--- config.mk ---
export PLATFORM = sky130hd
export DESIGN_NAME = tof_seq
export DESIGN_NICKNAME = d
export VERILOG_FILES = /design/src/rtl/tof_seq_pkg.sv /design/src/rtl/tof_tick_gen.sv /design/src/rtl/tof_phase_len.sv /design/src/rtl/tof_phase_timer.sv /design/src/rtl/tof_seq.sv
export SDC_FILE = /design/constraint.sdc
export NUM_CORES = 1
export LEC_CHECK = 0
export ABC_AREA = 0
export BUFFER_PORTS_ARGS = -buffer_cell sky130_fd_sc_hd__buf_2
export CORE_ASPECT_RATIO = 1.5
export CORE_MARGIN = 1
export CORE_UTILIZATION = 40
export DETAILED_ROUTE_END_ITERATION = 8
export GPL_ROUTABILITY_DRIVEN = 0
export GPL_TIMING_DRIVEN = 1
export HOLD_SLACK_MARGIN = 0.15
export PLACE_DENSITY_LB_ADDON = 0.2
export SETUP_SLACK_MARGIN = 0.3
export SLEW_MARGIN = 0
export SYNTH_ARGS = -nofsm -noshare
export SYNTH_HDL_FRONTEND = slang
export SYNTH_SLANG_ARGS = --single-unit
--- constraint.sdc ---
create_clock -name clk -period 5.6 [get_ports clk]
set_clock_uncertainty 0.05 [all_clocks]
set_input_delay 1.68 -clock clk [delete_from_list [all_inputs] [get_ports clk]]
set_output_delay 1.68 -clock clk [all_outputs]
set_load 0.05 [all_outputs]
--- src/rtl/tof_seq_pkg.sv ---
package tof_seq_pkg;

    // Phase codes; the numeric order is the order the phases are visited.
    typedef enum logic [2:0] {
        PH_IDLE   = 3'd0,
        PH_XMIT   = 3'd1,
        PH_BLANK  = 3'd2,
        PH_SETTLE = 3'd3,
        PH_AZERO  = 3'd4,
        PH_LISTEN = 3'd5,
        PH_TAIL   = 3'd6,
        PH_DONE   = 3'd7
    } phase_e;

    // Which time base paces a phase counter.
    typedef enum logic {
        BASE_T0 = 1'b0,
        BASE_T1 = 1'b1
    } tbase_e;

endpackage

--- src/rtl/tof_tick_gen.sv ---
// Produces the T0 and T1 enable ticks. Both dividers restart on demand so
// every phase begins on a fresh T0 and T1 boundary.
module tof_tick_gen #(
    parameter int T0_DIV    = 4,
    parameter int T1_DIV_W  = 4
) (
    input  logic                clk,
    input  logic                rst_n,
    input  logic                restart,
    input  logic                div_sel,
    input  logic [T1_DIV_W-1:0] t1_div,
    output logic                t0_tick,
    output logic                t1_tick
);
    localparam int C0_W = (T0_DIV > 1) ? $clog2(T0_DIV) : 1;

    logic [C0_W-1:0]     c0_q;
    logic [C0_W-1:0]     c0_last;
    logic [T1_DIV_W-1:0] c1_q;

    // Last count of the T0 divider: 0 for the undivided clock.
    assign c0_last = div_sel ? C0_W'(T0_DIV - 1) : '0;
    assign t0_tick = (c0_q == c0_last);
    assign t1_tick = t0_tick && (c1_q == t1_div);

    always_ff @(posedge clk) begin
        if (!rst_n) begin
            c0_q <= '0;
        end else if (restart || t0_tick) begin
            c0_q <= '0;
        end else begin
            c0_q <= c0_q + C0_W'(1);
        end
    end

    always_ff @(posedge clk) begin
        if (!rst_n) begin
            c1_q <= '0;
        end else if (restart) begin
            c1_q <= '0;
        end else if (t0_tick) begin
            if (c1_q == t1_div) begin
                c1_q <= '0;
            end else begin
                c1_q <= c1_q + T1_DIV_W'(1);
            end
        end
    end

endmodule

--- src/rtl/tof_phase_len.sv ---
// Combinational length and time base of each phase, from the configuration.
module tof_phase_len
    import tof_seq_pkg::*;
#(
    parameter int LEN_W        = 13,
    parameter int NUM_TX_W     = 5,
    parameter int TIMING_W     = 10,
    parameter int AZ_EXP_W     = 2,
    parameter int TMO_EXP_W    = 2,
    parameter int BLANK_OFFSET = 30,
    parameter int BLANK_MULT   = 8,
    parameter int SETTLE_T0    = 128,
    parameter int AZ_BASE      = 64,
    parameter int LISTEN_BASE  = 128
) (
    input  phase_e               phase,
    input  logic [NUM_TX_W-1:0]  num_tx,
    input  logic [TIMING_W-1:0]  timing,
    input  logic [AZ_EXP_W-1:0]  az_exp,
    input  logic [TMO_EXP_W-1:0] tmo_exp,
    output logic [LEN_W-1:0]     len,
    output tbase_e               base
);
    always_comb begin
        len  = LEN_W'(1);
        base = BASE_T0;
        unique case (phase)
            PH_XMIT: begin
                len  = LEN_W'(num_tx);
                base = BASE_T1;
            end
            PH_BLANK: begin
                len = (LEN_W'(timing) - LEN_W'(BLANK_OFFSET)) * LEN_W'(BLANK_MULT);
            end
            PH_SETTLE: begin
                len = LEN_W'(SETTLE_T0);
            end
            PH_AZERO: begin
                len = LEN_W'(AZ_BASE) << az_exp;
            end
            PH_LISTEN: begin
                len = LEN_W'(LISTEN_BASE) << tmo_exp;
            end
            PH_TAIL: begin
                len  = LEN_W'(1);
                base = BASE_T1;
            end
            default: begin
                len  = LEN_W'(1);
                base = BASE_T0;
            end
        endcase
    end

endmodule

--- src/rtl/tof_phase_timer.sv ---
// Counts ticks inside one phase and flags the final tick.
module tof_phase_timer #(
    parameter int LEN_W = 13
) (
    input  logic             clk,
    input  logic             rst_n,
    input  logic             clear,
    input  logic             tick,
    input  logic [LEN_W-1:0] len,
    output logic [LEN_W-1:0] count,
    output logic             last
);
    assign last = tick && (count == (len - LEN_W'(1)));

    always_ff @(posedge clk) begin
        if (!rst_n) begin
            count <= '0;
        end else if (clear) begin
            count <= '0;
        end else if (tick) begin
            count <= count + LEN_W'(1);
        end
    end

endmodule

--- src/rtl/tof_seq.sv ---
module tof_seq
    import tof_seq_pkg::*;
#(
    parameter int T0_DIV       = 4,
    parameter int T1_DIV_W     = 4,
    parameter int NUM_TX_W     = 5,
    parameter int TIMING_W     = 10,
    parameter int AZ_EXP_W     = 2,
    parameter int TMO_EXP_W    = 2,
    parameter int BLANK_OFFSET = 30,
    parameter int BLANK_MULT   = 8,
    parameter int SETTLE_T0    = 128,
    parameter int AZ_BASE      = 64,
    parameter int LISTEN_BASE  = 128,
    parameter int START_MAX    = 3
) (
    input  logic                 clk,
    input  logic                 rst_n,
    input  logic                 trig_i,
    input  logic                 clkdiv_sel_i,
    input  logic [T1_DIV_W-1:0]  t1_div_i,
    input  logic [NUM_TX_W-1:0]  num_tx_i,
    input  logic                 blank_en_i,
    input  logic                 force_short_i,
    input  logic [TIMING_W-1:0]  timing_i,
    input  logic [AZ_EXP_W-1:0]  az_exp_i,
    input  logic [TMO_EXP_W-1:0] tmo_exp_i,
    output logic                 start_o,
    output logic                 afe_en_o,
    output logic                 rx_en_o,
    output logic [2:0]           phase_o,
    output logic                 done_o
);
    // Longest phase in ticks sets the counter width.
    localparam int TX_MAX   = (1 << NUM_TX_W) - 1;
    localparam int WAIT_MAX = ((1 << TIMING_W) - 1 - BLANK_OFFSET) * BLANK_MULT;
    localparam int AZ_MAX   = AZ_BASE << ((1 << AZ_EXP_W) - 1);
    localparam int LS_MAX   = LISTEN_BASE << ((1 << TMO_EXP_W) - 1);
    localparam int MAX_A    = (TX_MAX > WAIT_MAX) ? TX_MAX : WAIT_MAX;
    localparam int MAX_B    = (AZ_MAX > LS_MAX) ? AZ_MAX : LS_MAX;
    localparam int MAX_C    = (MAX_A > MAX_B) ? MAX_A : MAX_B;
    localparam int LEN_MAX  = (MAX_C > SETTLE_T0) ? MAX_C : SETTLE_T0;
    localparam int LEN_W    = $clog2(LEN_MAX + 1);

    phase_e            state_q;
    phase_e            state_d;
    phase_e            after_xmit;
    tbase_e            cur_base;
    logic [LEN_W-1:0]  cur_len;
    logic [LEN_W-1:0]  cur_count;
    logic              cur_last;
    logic              cur_tick;
    logic              t0_tick;
    logic              t1_tick;
    logic              restart;
    logic              blank_on;
    logic              xmit_empty;

    // Configuration decode: is the long wait in force, is the burst empty.
    assign blank_on   = blank_en_i && !force_short_i &&
                        (timing_i > TIMING_W'(BLANK_OFFSET));
    assign xmit_empty = (num_tx_i == '0);
    assign after_xmit = blank_on ? PH_BLANK : PH_SETTLE;

    tof_tick_gen #(
        .T0_DIV   (T0_DIV),
        .T1_DIV_W (T1_DIV_W)
    ) ticks_i (
        .clk     (clk),
        .rst_n   (rst_n),
        .restart (restart),
        .div_sel (clkdiv_sel_i),
        .t1_div  (t1_div_i),
        .t0_tick (t0_tick),
        .t1_tick (t1_tick)
    );

    tof_phase_len #(
        .LEN_W        (LEN_W),
        .NUM_TX_W     (NUM_TX_W),
        .TIMING_W     (TIMING_W),
        .AZ_EXP_W     (AZ_EXP_W),
        .TMO_EXP_W    (TMO_EXP_W),
        .BLANK_OFFSET (BLANK_OFFSET),
        .BLANK_MULT   (BLANK_MULT),
        .SETTLE_T0    (SETTLE_T0),
        .AZ_BASE      (AZ_BASE),
        .LISTEN_BASE  (LISTEN_BASE)
    ) len_i (
        .phase   (state_q),
        .num_tx  (num_tx_i),
        .timing  (timing_i),
        .az_exp  (az_exp_i),
        .tmo_exp (tmo_exp_i),
        .len     (cur_len),
        .base    (cur_base)
    );

    assign cur_tick = (cur_base == BASE_T1) ? t1_tick : t0_tick;

    tof_phase_timer #(
        .LEN_W (LEN_W)
    ) timer_i (
        .clk   (clk),
        .rst_n (rst_n),
        .clear (restart),
        .tick  (cur_tick),
        .len   (cur_len),
        .count (cur_count),
        .last  (cur_last)
    );

    // Next-state logic.
    always_comb begin
        state_d = state_q;
        unique case (state_q)
            PH_IDLE: begin
                if (trig_i) begin
                    state_d = xmit_empty ? after_xmit : PH_XMIT;
                end
            end
            PH_XMIT: begin
                if (cur_last) begin
                    state_d = after_xmit;
                end
            end
            PH_BLANK: begin
                if (cur_last) begin
                    state_d = PH_SETTLE;
                end
            end
            PH_SETTLE: begin
                if (cur_last) begin
                    state_d = PH_AZERO;
                end
            end
            PH_AZERO: begin
                if (cur_last) begin
                    state_d = PH_LISTEN;
                end
            end
            PH_LISTEN: begin
                if (cur_last) begin
                    state_d = PH_TAIL;
                end
            end
            PH_TAIL: begin
                if (cur_last) begin
                    state_d = PH_DONE;
                end
            end
            PH_DONE: begin
                state_d = PH_IDLE;
            end
            default: begin
                state_d = PH_IDLE;
            end
        endcase
    end

    // Dividers and the phase counter restart in IDLE and on every phase change.
    assign restart = (state_q == PH_IDLE) || (state_d != state_q);

    // State register.
    always_ff @(posedge clk) begin
        if (!rst_n) begin
            state_q <= PH_IDLE;
        end else begin
            state_q <= state_d;
        end
    end

    // Outputs decoded from the state.
    always_comb begin
        start_o  = 1'b0;
        afe_en_o = 1'b0;
        rx_en_o  = 1'b0;
        done_o   = 1'b0;
        unique case (state_q)
            PH_IDLE: begin
            end
            PH_XMIT: begin
                afe_en_o = 1'b1;
                start_o  = (cur_count < LEN_W'(START_MAX));
            end
            PH_BLANK: begin
            end
            PH_SETTLE, PH_AZERO, PH_LISTEN: begin
                afe_en_o = 1'b1;
                rx_en_o  = 1'b1;
            end
            PH_TAIL: begin
                afe_en_o = 1'b1;
            end
            PH_DONE: begin
                done_o = 1'b1;
            end
            default: begin
            end
        endcase
    end

    assign phase_o = state_q;

endmodule

==> results of run 1 <==
## final timing paths
kind	cells past startpoint	slack (ns)	endpoint	startpoint
worst max register to register	12	1.75	timer_i.count[5]	phase_o[2]
worst max-delay path	13	0.97	timer_i.count[5]	num_tx_i[0]
worst min-delay path	2	0.44	ticks_i.c1_q[3]	ticks_i.c1_q[3]
worst min register to register	2	0.44	ticks_i.c1_q[3]	ticks_i.c1_q[3]
## through the flow
stage / power [W] / worst slack, ns
finish: 0.000620 / 0.972
CTS: 0.000624 / 0.945
global placement: 0.000525 / 0.734
detailed placement: 0.000528 / 0.681
floorplan: 0.000464 / 1.10
global route: 0.000662 / 0.583
## final cells by class
type                            instances  area [µm²]  share of cell area [%]
Multi-Input combinational cell        218        1600                    67.5
Tap cell                               68        85.1                    3.58
Timing Repair Buffer                   37         190                    8.00
Sequential cell                        22         440                    18.5
Inverter                                4        15.0                   0.632
Clock buffer                            3        41.3                    1.74
## worst max-delay path, delay by kind of cell
kind	cells	cell delay, ns
buffers and inverters	2	0.44
and+or+nand+nor	7	1.38
AOI/OAI and AO/OA	3	0.95
adders and majority gates	1	0.26
## cell families after synthesis
group / count (synthesis) / synth area share, %
xor gates and xnor gates: 39 / 15.9
DFF: 22 / 20.5
and+or+nand+nor: 116 / 34.7
buffers and inverters: 17 / 4.61
AOI/OAI and AO/OA: 54 / 19.6
adders and majority gates: 4 / 2.34
muxes: 5 / 2.34
## routing by layer
metal / track usage (%) / up-vias / share of wire, %
met2: 34.0 / 32 / 52
met4: 6.67 / 0 / 2.3
met1: 22.3 / 934 / 44
li1: - / 1020 / -
met5: 0 / - / 0
met3: 1.27 / 9 / 1.7
## registers in the layout, summed over array words and instances, names as in the netlist
register and flops:
timer_i.count 13, phase_o 3, ticks_i.c0_q 2, ticks_i.c1_q 4
## cell usage in the layout, fill, tap and decap left out, types with 3 or more instances in the layout
| cell type | n |
|---|---|
| dfxtp_1 | 22 |
| o21ai_0 | 3 |
| mux2i_1 | 5 |
| and3_1 | 5 |
| ha_1 | 4 |
| xor2_1 | 14 |
| a21oi_1 | 13 |
| nand4_1 | 9 |
| nand2_1 | 11 |
| nor4bb_1 | 3 |
| xnor2_1 | 25 |
| clkbuf_8 | 3 |
| o22ai_1 | 3 |
| or3_1 | 5 |
| inv_1 | 4 |
| nor4_1 | 5 |
| and4_1 | 5 |
| buf_2 | 35 |
| nand3_1 | 14 |
| a21boi_0 | 4 |
| nor2_4 | 10 |
| o21a_1 | 3 |
| nand4b_1 | 3 |
| nor3_1 | 5 |
| nor2_1 | 20 |
| nor2b_1 | 3 |
## power groups by stage
stage	Sequential (W)	Clock, W	Combinational [W]
6_report	0.000190	0.0000949	0.000335
3_5_place_dp	0.000193	0	0.000335
4_1_cts	0.000189	0.0000984	0.000337
2_1_floorplan	0.000189	0	0.000275
3_3_place_gp	0.000193	0	0.000332
5_1_grt	0.000193	0.000105	0.000364
==> flow_summary.json, run 1 <==
{
  "ir_worst_vdd_v": 0.000135,
  "status": "finished clean",
  "synth_edf_count": 0,
  "die_h_um": 91.7,
  "ctsResizeCount": 0,
  "portBuffers": 35,
  "rows": 32,
  "synth_cell_type_count": 63,
  "period_minus_slack_ns": 4.63,
  "dpl_cell_area_um2": 2330,
  "synth_area_leader_cell": "dfxtp_1",
  "p_int_w": 0.000344,
  "post_synth_inst_count": 257,
  "clock_path_buffers": 2,
  "synth_common_cells": "xnor2_1, dfxtp_1, nor2_1, nand3_1, xor2_1",
  "yosysMostFrequentCell": "xnor2_1",
  "grt_max_degree": 23,
  "area_growth_pct": 10.9,
  "wl_per_cell_um": 14.7,
  "vias": 1995,
  "synth-seq-cells": 22,
  "slew_violations": 0,
  "clkSinkCount": 22,
  "grt_pass1_wl_mm": 8.20,
  "cpMaxStageDelayCell": "a2111oi_4",
  "grtUsageTotal_pct": 18.9,
  "finalInstanceArea_um2": 2380,
  "crit_path_max_fanout": 17,
  "drive_gt1_share_pct": 21.1,
  "final_cells": 352,
  "post-cts-setup-buffers": 0,
  "crit_type": "in2reg",
  "crit_required_ns": 5.69,
  "die_w_um": 61.8,
  "fin_setup_tns_ns": 0,
  "power_switching_w": 0.000276,
  "cts.reportedPaths.clkPinSlew_ns": 0.07,
  "h-tree-depth": 1,
  "cellPowerDensity_nw_per_um2": 261,
  "drt-initial-drc-count": 75,
  "cts_made_buffers": 3,
  "netlist_top_cells_area": "dfxtp_1, xnor2_1, xor2_1",
  "seq_area_frac_synth_pct": 20.5,
  "synth_ff_type": "dfxtp_1",
  "cp-start-kind": "primary input",
  "crit_chain": "buf_2 -> nand2b_1 -> a21boi_0 -> ha_1 -> nand3b_1 -> nor4_2 -> nand4_1 -> nor4_1 -> o2111ai_1 -> a2111oi_4 -> or2_1 -> buf_4 -> nor2_1",
  "grt_overflow": 0,
  "rsz0062_at_grt": "no",
  "critPathMaxStageDelay_ns": 0.45,
  "first_global_vias": 1861,
  "synth.top_cell.area_share_pct": 20.5,
  "ant_nets": 0,
  "relSlewSlack_pct": 54.8,
  "arrival_ns": 4.72,
  "place_inst": 349,
  "ys_async_sr_fraction_pct": 0,
  "viasPerCell": 5.67,
  "avgSynthCellArea_um2": 8.34,
  "antenna_found_initial": 0,
  "cts_tree": "done",
  "initial_core_util_pct": 41.5,
  "clock_latency_ns": 0.26,
  "period_share_pct": 82.6,
  "max_freq_mhz": 216,
  "pwr-share-clk_pct": 15.3,
  "min_path_type": "reg2reg",
  "worst_pin_slew_ns": 0.677,
  "p_leak_nw": 0.819,
  "drt-total-wl_mm": 5.18,
  "root_buffer": "clkbuf_8",
  "max_cap_viol_count": 0,
  "pwr-share-comb_pct": 54.1,
  "drt_first_pass_iters": 4,
  "synth_area_um2": 2140,
  "nFillCells": 521,
  "pwr-share-seq_pct": 30.6,
  "diodes": 0,
  "place_hpwl_mm": 4.10,
  "fin_util_pct": 46.0,
  "num-nets-final": 319,
  "yosysWarnings": 0,
  "finalHoldViolations": 0,
  "syn_nets": 290,
  "hold_slack_ns": 0.443,
  "dieArea_um2": 5660,
  "crit_path_end_kind": "flip-flop",
  "setup_viol": 0,
  "post-route-drc-count": 0,
  "hold_buffers": 0,
  "io_pins": 36,
  "coreArea_um2": 5160,
  "swShare_pct": 44.5
}
Power figures use the tool's default switching activity.
==> inputs of run 2 (changes only) <==
- clock period: 5.6 -> 4.6 ns (I/O delays scaled with it)
==> run 2 against run 1 <==
  * Register-to-register slack worse by 0.87 ns
  * Critical path depth stayed put
  * Worst hold slack worse by 0.0072 ns
  * Core utilization is 1.9 points higher
  * Routed wire length is 2.2% higher
  * Largest cell class unchanged
  * Largest power group unchanged
==> flow_summary.json, run 2 (synthesized netlist as in run 1, its figures left out) <==
{
  "status": "finished clean",
  "crit_required_ns": 4.76,
  "first_global_vias": 1910,
  "fin_setup_tns_ns": 0,
  "cts_made_buffers": 3,
  "grt_pass1_wl_mm": 8.71,
  "met2RoutedLength_mm": 2.81,
  "grt_max_degree": 23,
  "fin_ws_ns": 0.457,
  "cellPowerDensity_nw_per_um2": 345,
  "pre_cts_ws_ns": 0.207,
  "ir_worst_vdd_v": 0.000157,
  "max_cap_viol_count": 0,
  "initial_core_util_pct": 41.5,
  "grt_overflow": 0,
  "clock_latency_ns": 0.27,
  "num-nets-final": 324,
  "die_h_um": 91.7,
  "cp-start-kind": "primary input",
  "finalHoldViolations": 0,
  "place_hpwl_mm": 4.14,
  "rows": 32,
  "min_path_type": "reg2reg",
  "drt-initial-drc-count": 89,
  "post-route-drc-count": 0,
  "largest_reg_flops": 13,
  "met1_length_mm": 2.28,
  "final_cell_mix": "buf_2, xnor2_1, dfxtp_1",
  "clock_path_buffers": 2,
  "grtUsageTotal_pct": 20.1,
  "portBuffers": 35,
  "clkSinkCount": 22,
  "io_pins": 36,
  "p_leak_nw": 0.867,
  "drt-total-wl_mm": 5.29,
  "highest_layer": "met4",
  "max_freq_mhz": 241,
  "setup_viol": 0,
  "slew_violations": 0,
  "vias": 2039,
  "crit_path_end_kind": "flip-flop",
  "area_growth_pct": 15.5,
  "arrival_ns": 4.30,
  "met3_length_um": 118,
  "viasPerCell": 5.70,
  "cts.reportedPaths.clkPinSlew_ns": 0.08,
  "period_share_pct": 90.1,
  "drive_gt1_share_pct": 23.4,
  "antenna_found_initial": 0,
  "top_register": "timer_i.count",
  "period_minus_slack_ns": 4.14,
  "hold_buffers": 0,
  "crit_type": "in2reg",
  "final_common_cell": "buf_2",
  "crit_path_max_fanout": 5,
  "die_w_um": 61.8,
  "diodes": 0,
  "drt_first_pass_iters": 4,
  "cts_tree": "done",
  "coreArea_um2": 5160,
  "rsz0062_at_grt": "no",
  "h-tree-depth": 1,
  "ant_nets": 0,
  "relSlewSlack_pct": 54.7,
  "worst_pin_slew_ns": 0.678,
  "dieArea_um2": 5660,
  "root_buffer": "clkbuf_8",
  "wl_per_cell_um": 14.8
}
==> run 2: critical path, cell delays in order <==
cell and delay (ns):
buf_2 0.13, ha_1 0.30, nor4bb_1 0.15, buf_4 0.18, nand3b_1 0.24, or4_1 0.51
o21a_1 0.23, a21oi_2 0.13, o22ai_1 0.11, a2111oi_4 0.38, buf_4 0.20, mux2i_1 0.18
o221a_1 0.18
==> run 2: layer usage <==
layer / GRT usage, % / vias up
li1: - / 1038
met1: 23.7 / 965
met2: 35.9 / 30
met3: 1.55 / 6
met4: 7.22 / 0
met5: 0 / -
==> run 2: cell type report <==
type	instances	area (µm²)
fill	518	2690
clock inverter	1	30.0
sequential	22	440
clock buffer	3	41.3
multi-input combinational	218	1620
tap	68	85.1
timing repair buffer	42	240
inverter	4	15.0
==> run 2: stage by stage <==
step	instances	instance area (µm²)	hold slack (ns)	util, %	power [W]
after detailed placement	351	2360	0.430	45.7	0.000653
after floorplan	257	2140	0.406	-	0.000565
final	358	2480	0.436	47.9	0.000853
after CTS	355	2430	0.443	47.1	0.000837
after global placement	351	2360	0.422	45.7	0.000651
after global routing	358	2480	0.473	47.9	0.000908
==> run 2: report_power, final <==
part	internal (W)	leakage, nW	switching, W
combinational	0.000183	0.653	0.000256
clock	0.000116	0.0357	0.0000665
sequential	0.000200	0.178	0.0000313
==> run 2: timing repair <==
item	4_1_cts	5_1_grt
hold endpoints to repair	0	0
endpoints found under the setup margin	0	20
setup buffers	0	3
gates resized for setup	0	4
==> run 2: path summary, 6_finish.rpt <==
path | slack (ns) | startpoint | endpoint | depth (start not counted)
worst min register to register | 0.44 | ticks_i.c1_q[3] | ticks_i.c1_q[3] | 2
worst max register to register | 0.88 | phase_o[2] | phase_o[0] | 12
worst max-delay path | 0.46 | timing_i[1] | phase_o[0] | 13
worst min-delay path | 0.44 | ticks_i.c1_q[3] | ticks_i.c1_q[3] | 2
